**config.mk**
```make
export PLATFORM = sky130hd
export DESIGN_NAME = ctl_irq_hub
export DESIGN_NICKNAME = d
export VERILOG_FILES = /design/src/rtl/irqh_pkg.sv /design/src/rtl/irqh_status.sv /design/src/rtl/irqh_softrst.sv /design/src/rtl/ctl_irq_hub.sv
export SDC_FILE = /design/constraint.sdc
export NUM_CORES = 1
export LEC_CHECK = 0
export BUFFER_PORTS_ARGS = -buffer_cell sky130_fd_sc_hd__buf_2
export CORE_AREA = 2 2 65 67
export CTS_BUF_LIST = sky130_fd_sc_hd__clkbuf_8
export CTS_CLUSTER_DIAMETER = 40
export DETAILED_ROUTE_END_ITERATION = 16
export DIE_AREA = 0 0 67 69
export GPL_TIMING_DRIVEN = 1
export PLACE_DENSITY = 0.79
export SETUP_SLACK_MARGIN = 0.2
export SLEW_MARGIN = 5
export SYNTH_ARGS = -nofsm -noshare
export SYNTH_HDL_FRONTEND = slang
export SYNTH_HIERARCHICAL = 1
export SYNTH_SLANG_ARGS = --single-unit
```
**constraint.sdc**
```tcl
create_clock -name clk -period 1.6 [get_ports clk]
set_input_delay 0.32 -clock clk [delete_from_list [all_inputs] [get_ports clk]]
set_output_delay 0.32 -clock clk [all_outputs]
set_load 0.03 [all_outputs]
```
**src/rtl/irqh_pkg.sv**
```systemverilog
package irqh_pkg;

    // Soft-reset sequencer states
    typedef enum logic [0:0] {
        SR_IDLE  = 1'b0,
        SR_PULSE = 1'b1
    } srst_state_t;

endpackage

```
**src/rtl/irqh_status.sv**
```systemverilog
module irqh_status #(
    parameter int NSRC = 8
) (
    input  logic            clk,
    input  logic            rst_n,
    input  logic            flush,
    input  logic [NSRC-1:0] src_in,
    input  logic [NSRC-1:0] clr_mask,
    output logic [NSRC-1:0] status_q
);

    logic [NSRC-1:0] src_q;
    logic [NSRC-1:0] rise;

    always_ff @(posedge clk or negedge rst_n) begin
        if (!rst_n) begin
            src_q <= '0;
        end else begin
            src_q <= src_in;
        end
    end

    assign rise = src_in & ~src_q;

    for (genvar i = 0; i < NSRC; i++) begin : g_bit
        always_ff @(posedge clk or negedge rst_n) begin
            if (!rst_n) begin
                status_q[i] <= 1'b0;
            end else if (flush) begin
                status_q[i] <= 1'b0;
            end else if (rise[i]) begin
                status_q[i] <= 1'b1;
            end else if (clr_mask[i]) begin
                status_q[i] <= 1'b0;
            end
        end
    end


    sticky_hold_chk: assert property (@(posedge clk) disable iff (!rst_n)
        (|($past(status_q) & ~status_q & ~$past(clr_mask))) |-> $past(flush));


    set_wins_chk: assert property (@(posedge clk) disable iff (!rst_n)
        (|($past(rise) & ~status_q)) |-> $past(flush));

endmodule

```
**src/rtl/irqh_softrst.sv**
```systemverilog
module irqh_softrst
    import irqh_pkg::*;
#(
    parameter int DATA_W  = 32,
    parameter int RST_LEN = 4,
    parameter int RST_KEY = 'hA
) (
    input  logic              clk,
    input  logic              rst_n,
    input  logic              key_wr,
    input  logic [DATA_W-1:0] wdata,
    output logic              soft_rst
);

    localparam int CNT_W = (RST_LEN > 1) ? $clog2(RST_LEN) : 1;
    localparam logic [CNT_W-1:0] CNT_LAST = CNT_W'(RST_LEN - 1);

    srst_state_t      state_q, state_d;
    logic [CNT_W-1:0] cnt_q, cnt_d;
    logic             key_ok;

    assign key_ok = key_wr && (wdata == DATA_W'(RST_KEY));

    always_comb begin
        state_d = state_q;
        cnt_d   = cnt_q;
        unique case (state_q)
            SR_IDLE: begin
                if (key_ok) begin
                    state_d = SR_PULSE;
                    cnt_d   = CNT_LAST;
                end
            end
            SR_PULSE: begin
                if (cnt_q == '0) begin
                    state_d = SR_IDLE;
                end else begin
                    cnt_d = cnt_q - 1'b1;
                end
            end
        endcase
    end

    always_ff @(posedge clk or negedge rst_n) begin
        if (!rst_n) begin
            state_q <= SR_IDLE;
            cnt_q   <= '0;
        end else begin
            state_q <= state_d;
            cnt_q   <= cnt_d;
        end
    end

    always_comb begin
        soft_rst = (state_q == SR_PULSE);
    end


    bad_key_chk: assert property (@(posedge clk) disable iff (!rst_n)
        (key_wr && !key_ok && state_q == SR_IDLE) |=> !soft_rst);


    key_arm_chk: assert property (@(posedge clk) disable iff (!rst_n)
        (key_ok && state_q == SR_IDLE) |=> soft_rst);


    pulse_end_chk: assert property (@(posedge clk) disable iff (!rst_n)
        (soft_rst && cnt_q == '0) |=> !soft_rst);

endmodule

```
**src/rtl/ctl_irq_hub.sv**
```systemverilog
module ctl_irq_hub #(
    parameter int NSRC     = 8,
    parameter int ADDR_W   = 8,
    parameter int DATA_W   = 32,
    parameter int RST_LEN  = 4,
    parameter int GIE_OFS  = 'h1C,
    parameter int STAT_OFS = 'h20,
    parameter int EN_OFS   = 'h28,
    parameter int RST_OFS  = 'h40,
    parameter int RST_KEY  = 'hA
) (
    input  logic              clk,
    input  logic              rst_n,
    input  logic [NSRC-1:0]   src_in,
    input  logic              reg_wr,
    input  logic [ADDR_W-1:0] reg_addr,
    input  logic [DATA_W-1:0] reg_wdata,
    output logic [DATA_W-1:0] reg_rdata,
    output logic              irq_out,
    output logic              soft_rst
);

    localparam int GIE_BIT = DATA_W - 1;
    localparam int PAD_W   = DATA_W - NSRC;

    logic            hit_gie, hit_stat, hit_en, hit_rst;
    logic            wr_live;
    logic [NSRC-1:0] clr_mask;
    logic [NSRC-1:0] status_q;
    logic [NSRC-1:0] en_q;
    logic            gie_q;

    assign hit_gie  = (reg_addr == ADDR_W'(GIE_OFS));
    assign hit_stat = (reg_addr == ADDR_W'(STAT_OFS));
    assign hit_en   = (reg_addr == ADDR_W'(EN_OFS));
    assign hit_rst  = (reg_addr == ADDR_W'(RST_OFS));
    assign wr_live  = reg_wr && !soft_rst;
    assign clr_mask = (wr_live && hit_stat) ? reg_wdata[NSRC-1:0] : '0;

    irqh_status #(.NSRC(NSRC)) u_status (
        .clk      (clk),
        .rst_n    (rst_n),
        .flush    (soft_rst),
        .src_in   (src_in),
        .clr_mask (clr_mask),
        .status_q (status_q)
    );

    irqh_softrst #(
        .DATA_W  (DATA_W),
        .RST_LEN (RST_LEN),
        .RST_KEY (RST_KEY)
    ) u_softrst (
        .clk      (clk),
        .rst_n    (rst_n),
        .key_wr   (reg_wr && hit_rst),
        .wdata    (reg_wdata),
        .soft_rst (soft_rst)
    );

    always_ff @(posedge clk or negedge rst_n) begin
        if (!rst_n) begin
            en_q  <= '0;
            gie_q <= 1'b0;
        end else if (soft_rst) begin
            en_q  <= '0;
            gie_q <= 1'b0;
        end else begin
            if (reg_wr && hit_en) begin
                en_q <= reg_wdata[NSRC-1:0];
            end
            if (reg_wr && hit_gie) begin
                gie_q <= reg_wdata[GIE_BIT];
            end
        end
    end

    always_comb begin
        irq_out = gie_q && (|(status_q & en_q));
    end

    always_comb begin
        reg_rdata = '0;
        if (hit_gie) begin
            reg_rdata[GIE_BIT] = gie_q;
        end else if (hit_stat) begin
            reg_rdata = {{PAD_W{1'b0}}, status_q};
        end else if (hit_en) begin
            reg_rdata = {{PAD_W{1'b0}}, en_q};
        end
    end


    gie_off_chk: assert property (@(posedge clk) disable iff (!rst_n)
        $past(reg_wr && hit_gie && !reg_wdata[GIE_BIT] && !soft_rst) |-> !irq_out);


    irq_pend_chk: assert property (@(posedge clk) disable iff (!rst_n)
        irq_out |-> (|(status_q & en_q)));


    flush_clear_chk: assert property (@(posedge clk) disable iff (!rst_n)
        $fell(soft_rst) |-> (status_q == '0 && en_q == '0 && !gie_q));

endmodule

```
* Yosys cells after proc, flatten, opt, wreduce, memory -nomap -nowiden
Cells that the tools add are included.
** Storage, ports and cells
- Output and inout bits :: 34
- Input port bits :: 51
- Word-level logic and storage cells :: 85
- Bits in registers :: 28
** Cells by class
- Equality and inequality tests :: 7
- $add $sub $neg :: 1
- Reductions and logical operators :: 21
- Multiplexer cells :: 39
- Bitwise logic cells :: 4
** Operators by type and width (count)
- == test 32 x 4 -> 1 bit (second input constant) :: 1
- 2-to-1 mux 32 bit :: 1
- 2-to-1 mux 8 bit :: 4
- 2-to-1 mux 31 bit :: 1
- 2-to-1 mux 1 bit :: 29
- nonzero test 3 bit :: 8
- AND 8 bit :: 2
- == test 8 x 6 -> 1 bit (second input constant) :: 2
- == test 8 x 5 -> 1 bit (second input constant) :: 1
- == test 8 x 7 -> 1 bit (second input constant) :: 1
- NOT 8 bit :: 1
- OR reduction 8 bit :: 1
- logical AND 1 bit :: 7
- 2-to-1 mux 2 bit :: 2
- case mux 2 bit (2 select lines) :: 1
- nonzero test 2 bit :: 2
- logical NOT 2 bit :: 1
- inequality test 2 x 1 -> 1 bit (second input constant) :: 1
- inequality test 2 bit (second input constant) :: 1
- case mux 1 bit (2 select lines) :: 1
- AND reduction 2 bit :: 1
- subtractor 2 x 1 -> 2 bit (second input constant) :: 1
- logical NOT 1 bit :: 1
- NOT 1 bit :: 1

* Logic depth before layout (Yosys ltp)
- Word-level depth :: 7
- Depth in mapped cells :: 6
- Depth with buffers taken out :: 6

* Cells and area by module
Netlist, hierarchy kept.
** By module, submodules not included
- ctl_irq_hub :: cells an instance 107, area each 943.4 µm², instances 1
- irqh_status :: cells an instance 41, area each 641.9 µm², instances 1
- irqh_softrst :: cells an instance 22, area each 211.5 µm², instances 1

* Worst setup path after synthesis
No wires, ideal clock.
- Path kind :: in2out
- Start :: in reg_addr[1]
- End :: out reg_rdata[31]
- Cell stages on the path :: 2
- Required time :: 1.280 ns
- Buffers on the path :: 0
- Data arrival time :: 1.587 ns
- Path slack :: -0.307 ns
- Cell sequence :: or4_1 > nor3_1
** Between the ends
- Cells in the longest elaborated chain, start to end :: 2
** Ends and longest elaborated chain
- from (decl) :: RTL line ctl_irq_hub.sv:16 : input logic [ADDR_W-1:0] reg_addr,
- == test 8 x 5 -> 1 bit :: RTL line ctl_irq_hub.sv:33 : assign hit_gie = (reg_addr == ADDR_W'(GIE_OFS));
- 2-to-1 mux 1 bit :: RTL line ctl_irq_hub.sv:84 : if (hit_gie) begin
- to (decl) :: RTL line ctl_irq_hub.sv:18 : output logic [DATA_W-1:0] reg_rdata,
Every way passes these cells.

* Worst setup path after layout
- Start :: in reg_addr[7]
- End :: out reg_rdata[0]
** Between the ends
- Cells in the longest elaborated chain, start to end :: 4
- Elaborated cells on any way between the ends :: 6
- Those cells by class :: 3 x eq/ne; 3 x mux
** Ends and longest elaborated chain
- == test 8 x 6 -> 1 bit :: RTL line ctl_irq_hub.sv:35 : assign hit_en = (reg_addr == ADDR_W'(EN_OFS));
- 2-to-1 mux 8 bit :: RTL line ctl_irq_hub.sv:88 : end else if (hit_en) begin
- 2-to-1 mux 32 bit :: RTL line ctl_irq_hub.sv:86 : end else if (hit_stat) begin
- 2-to-1 mux 31 bit (*) :: RTL line ctl_irq_hub.sv:84
Mark *: on every way between the ends. The rest lies on a longest branch, timed or not.

==> metrics.md <==
| Metric | Value |
|---|---|
| First-pass GRT wire length | 6706 um |
| GR Util met2 | 0.3256 |
| CTS max path bufs | 2 |
| Final Hold Vio Count | 0 |
| Core Footprint | 3914 sq um |
| CP Launch Type | input port |
| Remaining global-route overflow | 0 |
| Number of global-route vias before repair | 1470 |
| Met1 usage | 0.2468 |
| Die Wd | 67 um |
| Most common cell after layout, fill and taps aside | buf_2 |
| Clk_skew | 0.9016 ps |
| Final Max Slew Viols | 0 |
| Post-Syn Instances | 170 |
| Fraction of layout cells with a size suffix above 1 | 0.5382 |
| Met3 Resource Use GR | 0.01468 |
| Setup TNS | -546.9 ps |
| Antenna fix cells | 0 |
| I/O Buffers | 61 |
| CTS Root Cell | clkbuf_8 |
| Hold Crit Class | input port to async pin |
| Worst r2r src | u_softrst/soft_rst |
| Initial antenna violation count | 0 |
| PwrDens | 572.7 nW/um^2 |
| Via count | 1437 |
| Element type at the critical path end | primary output |
| Starting Density | 0.4591 |
| Max frequency | 595.6 MHz |
| Max_slew headroom | 0.5935 |
| Synthesized cell area | 1797 sq um |
| Seq/Total Area, Yosys | 0.3900 |
| Period utilisation layout | 1.049 |
| Area growth syn-to-layout | 42.06% |
| Routed Antenna Nets | 0 |
| Syn Area/Cell | 10.57 sq um |
| Post-DR wirelength/cell | 13.67 um |
| Clk sink count | 28 |
| Row count | 23 |
| NumNets Final | 302 |
| I/O Pins | 85 |
| DIE AREA | 4623 sq um |
| CP max FO | 8 |
| Chip height | 69 um |
| Initial drt markers | 45 |
| DRC | 0 |
| Skew-Pair Late Insertion Delay | 270 ps |
| YS warnings | 6 |
| DRT Pass-1 Iters | 4 |
| Synth cell types | 30 |
| Final WL | 4087 um |
| DP HPWL | 3023 um |
| Crit Path Class | input port to primary output |
| H-tree depth | 1 |
| Average via count per standard cell | 4.806 |
| Largest net degree at the start of global routing | 29 |
| Failing checks | negative setup slack |
| Reg-to-Reg End | u_softrst/cnt_q[1] |
| GR Util All Layers | 0.1863 |
| Peak supply drop | 487.0 uV |
| Setup slack after layout | -78.88 ps |
| Reg2Reg Setup Slack | 260 ps |
| Tot Pwr | 1.462 mW |
| Grt peak-use layer | met2 |
| CP arrival | 1360 ps |
| Worst r2r path cells | 4 |
| Clock slew at reported path FFs | 90 ps |
| Minimum clock period | 1679 ps |
| CTS tree | yes |
| Commonest cells after routing, fill and taps aside | 47 x buf_2, 26 x dfrtp_1, 25 x nand2b_1, 23 x conb_1, 17 x buf_4 |
| Max-cap check violation count | 0 |
| Final setup viols | 9 |
| Leak Pwr | 1.129 nW |
| Worst Max-Slew Pin Slew | 609.8 ps |
| Critical Path RT | 1280 ps |
| CTS Buf Count | 3 |
| Final weighted congestion in routability-driven placement | 0.7752 |
| Number of synthesized register bits | 28 |
| RSZ-0062 raised after global routing | true |
| Outcome | finished, violations left |
where the power goes:
group          leakage, nW  internal, mW  switching, mW  total (mW)
clock network       0.0288         0.220          0.211       0.432
logic                0.826         0.110          0.179       0.289
registers            0.274         0.729         0.0129       0.742
total                 1.13          1.06          0.403        1.46
flip-flops by register name, indices dropped and copies added, names as in the netlist:
name / flops
gie_q: 1
u_status/src_q: 8
en_q: 8
u_softrst/cnt_q: 2
u_softrst/soft_rst: 1
u_status/status_q: 8
layer usage:
metal / vias up / part of all wire
met1: 675 / 0.43
met4: 0 / 0.0073
li1: 705 / -
met5: - / 0
met3: 4 / 0.045
met2: 53 / 0.51
per-stage QoR:
step | instances | setup WS, ps | hold slack, ps | utilization | cell area (sq um)
floorplan | 192 | -16.15 | 24.41 | - | 1976
global placement | 283 | -204.8 | 373.3 | 0.5620 | 2200
detailed placement | 283 | -212.7 | 367.1 | 0.5620 | 2200
CTS | 295 | -93.32 | 64.27 | 0.6343 | 2482
global route | 299 | -95.29 | 104.2 | 0.6522 | 2552
finish | 299 | -78.88 | 46.34 | 0.6522 | 2552
worst max-delay path by stage:
stage	slack, ps	start	to	cells past startpoint
2_1_floorplan	-20	reg_addr[2]	u_softrst/cnt_q[1]	6
3_3_place_gp	-200	reg_addr[2]	u_softrst/cnt_q[1]	7
3_5_place_dp	-210	reg_addr[2]	u_softrst/cnt_q[1]	7
4_1_cts	-90	reg_addr[7]	reg_rdata[2]	5
5_1_grt	-100	reg_addr[7]	reg_rdata[0]	5
6_report	-80	reg_addr[7]	reg_rdata[0]	5
cell families (layout without fill, tap and decap cells):
| logic type | after synthesis | count (layout) | share of synthesized area |
|---|---|---|---|
| other | 1 | 23 | 0.002087 |
| DFF | 28 | 28 | 0.3900 |
| AOI/OAI and AO/OA | 23 | 23 | 0.1017 |
| and+or+nand+nor | 74 | 74 | 0.3183 |
| buffers and inverters | 33 | 90 | 0.1254 |
| adders and majority gates | 1 | 1 | 0.006963 |
| muxes | 10 | 10 | 0.05571 |
cell type report:
class                           instances  area, sq um
Clock buffer                            4        55.05
Fill cell                             316         1361
Inverter                                5        18.77
Multi-Input combinational cell        131         1134
Sequential cell                        28        703.2
Tap cell                               50        62.56
Timing Repair Buffer                   81        579.3
timing repair:
item                                    in CTS  in global routing
gates cloned                                 0                  0
hold buffers                                 0                  0
endpoints found under the setup margin      24                 21
resized for setup                           43                  8
pin swaps                                    9                 10
buffers inserted                             8                  4
critical path: stages:
cell,delay [ps]
buf_8,100
or4b_4,540
buf_12,170
nor2_4,100
buf_6,130
cell usage after synthesis:
cell type,count,area [sq um]
a21oi_2,8,70.07
a22oi_1,13,97.59
a31oi_1,1,6.260
a41oi_1,1,8.760
and2_1,8,50.05
and3_1,3,18.77
and4_1,1,8.760
and4b_4,1,13.76
buf_4,23,172.7
buf_6,2,22.52
clkbuf_1,3,11.26
conb_1,1,3.750
dfrtp_1,28,700.7
ha_1,1,12.51
inv_1,5,18.77
mux2i_1,10,100.1
nand2b_1,26,162.7
nand2b_4,8,110.1
nand4b_1,1,8.760
nor2_1,8,30.03
nor2b_1,1,6.260
nor3_1,1,5.000
nor3_2,2,20.02
nor4_1,5,31.28
nor4_4,1,21.27
nor4b_1,3,26.28
nor4b_4,1,23.77
nor4bb_1,1,10.01
or4_1,2,15.01
or4b_1,1,10.01
No activity file was read; power rests on OpenSTA's default activity.
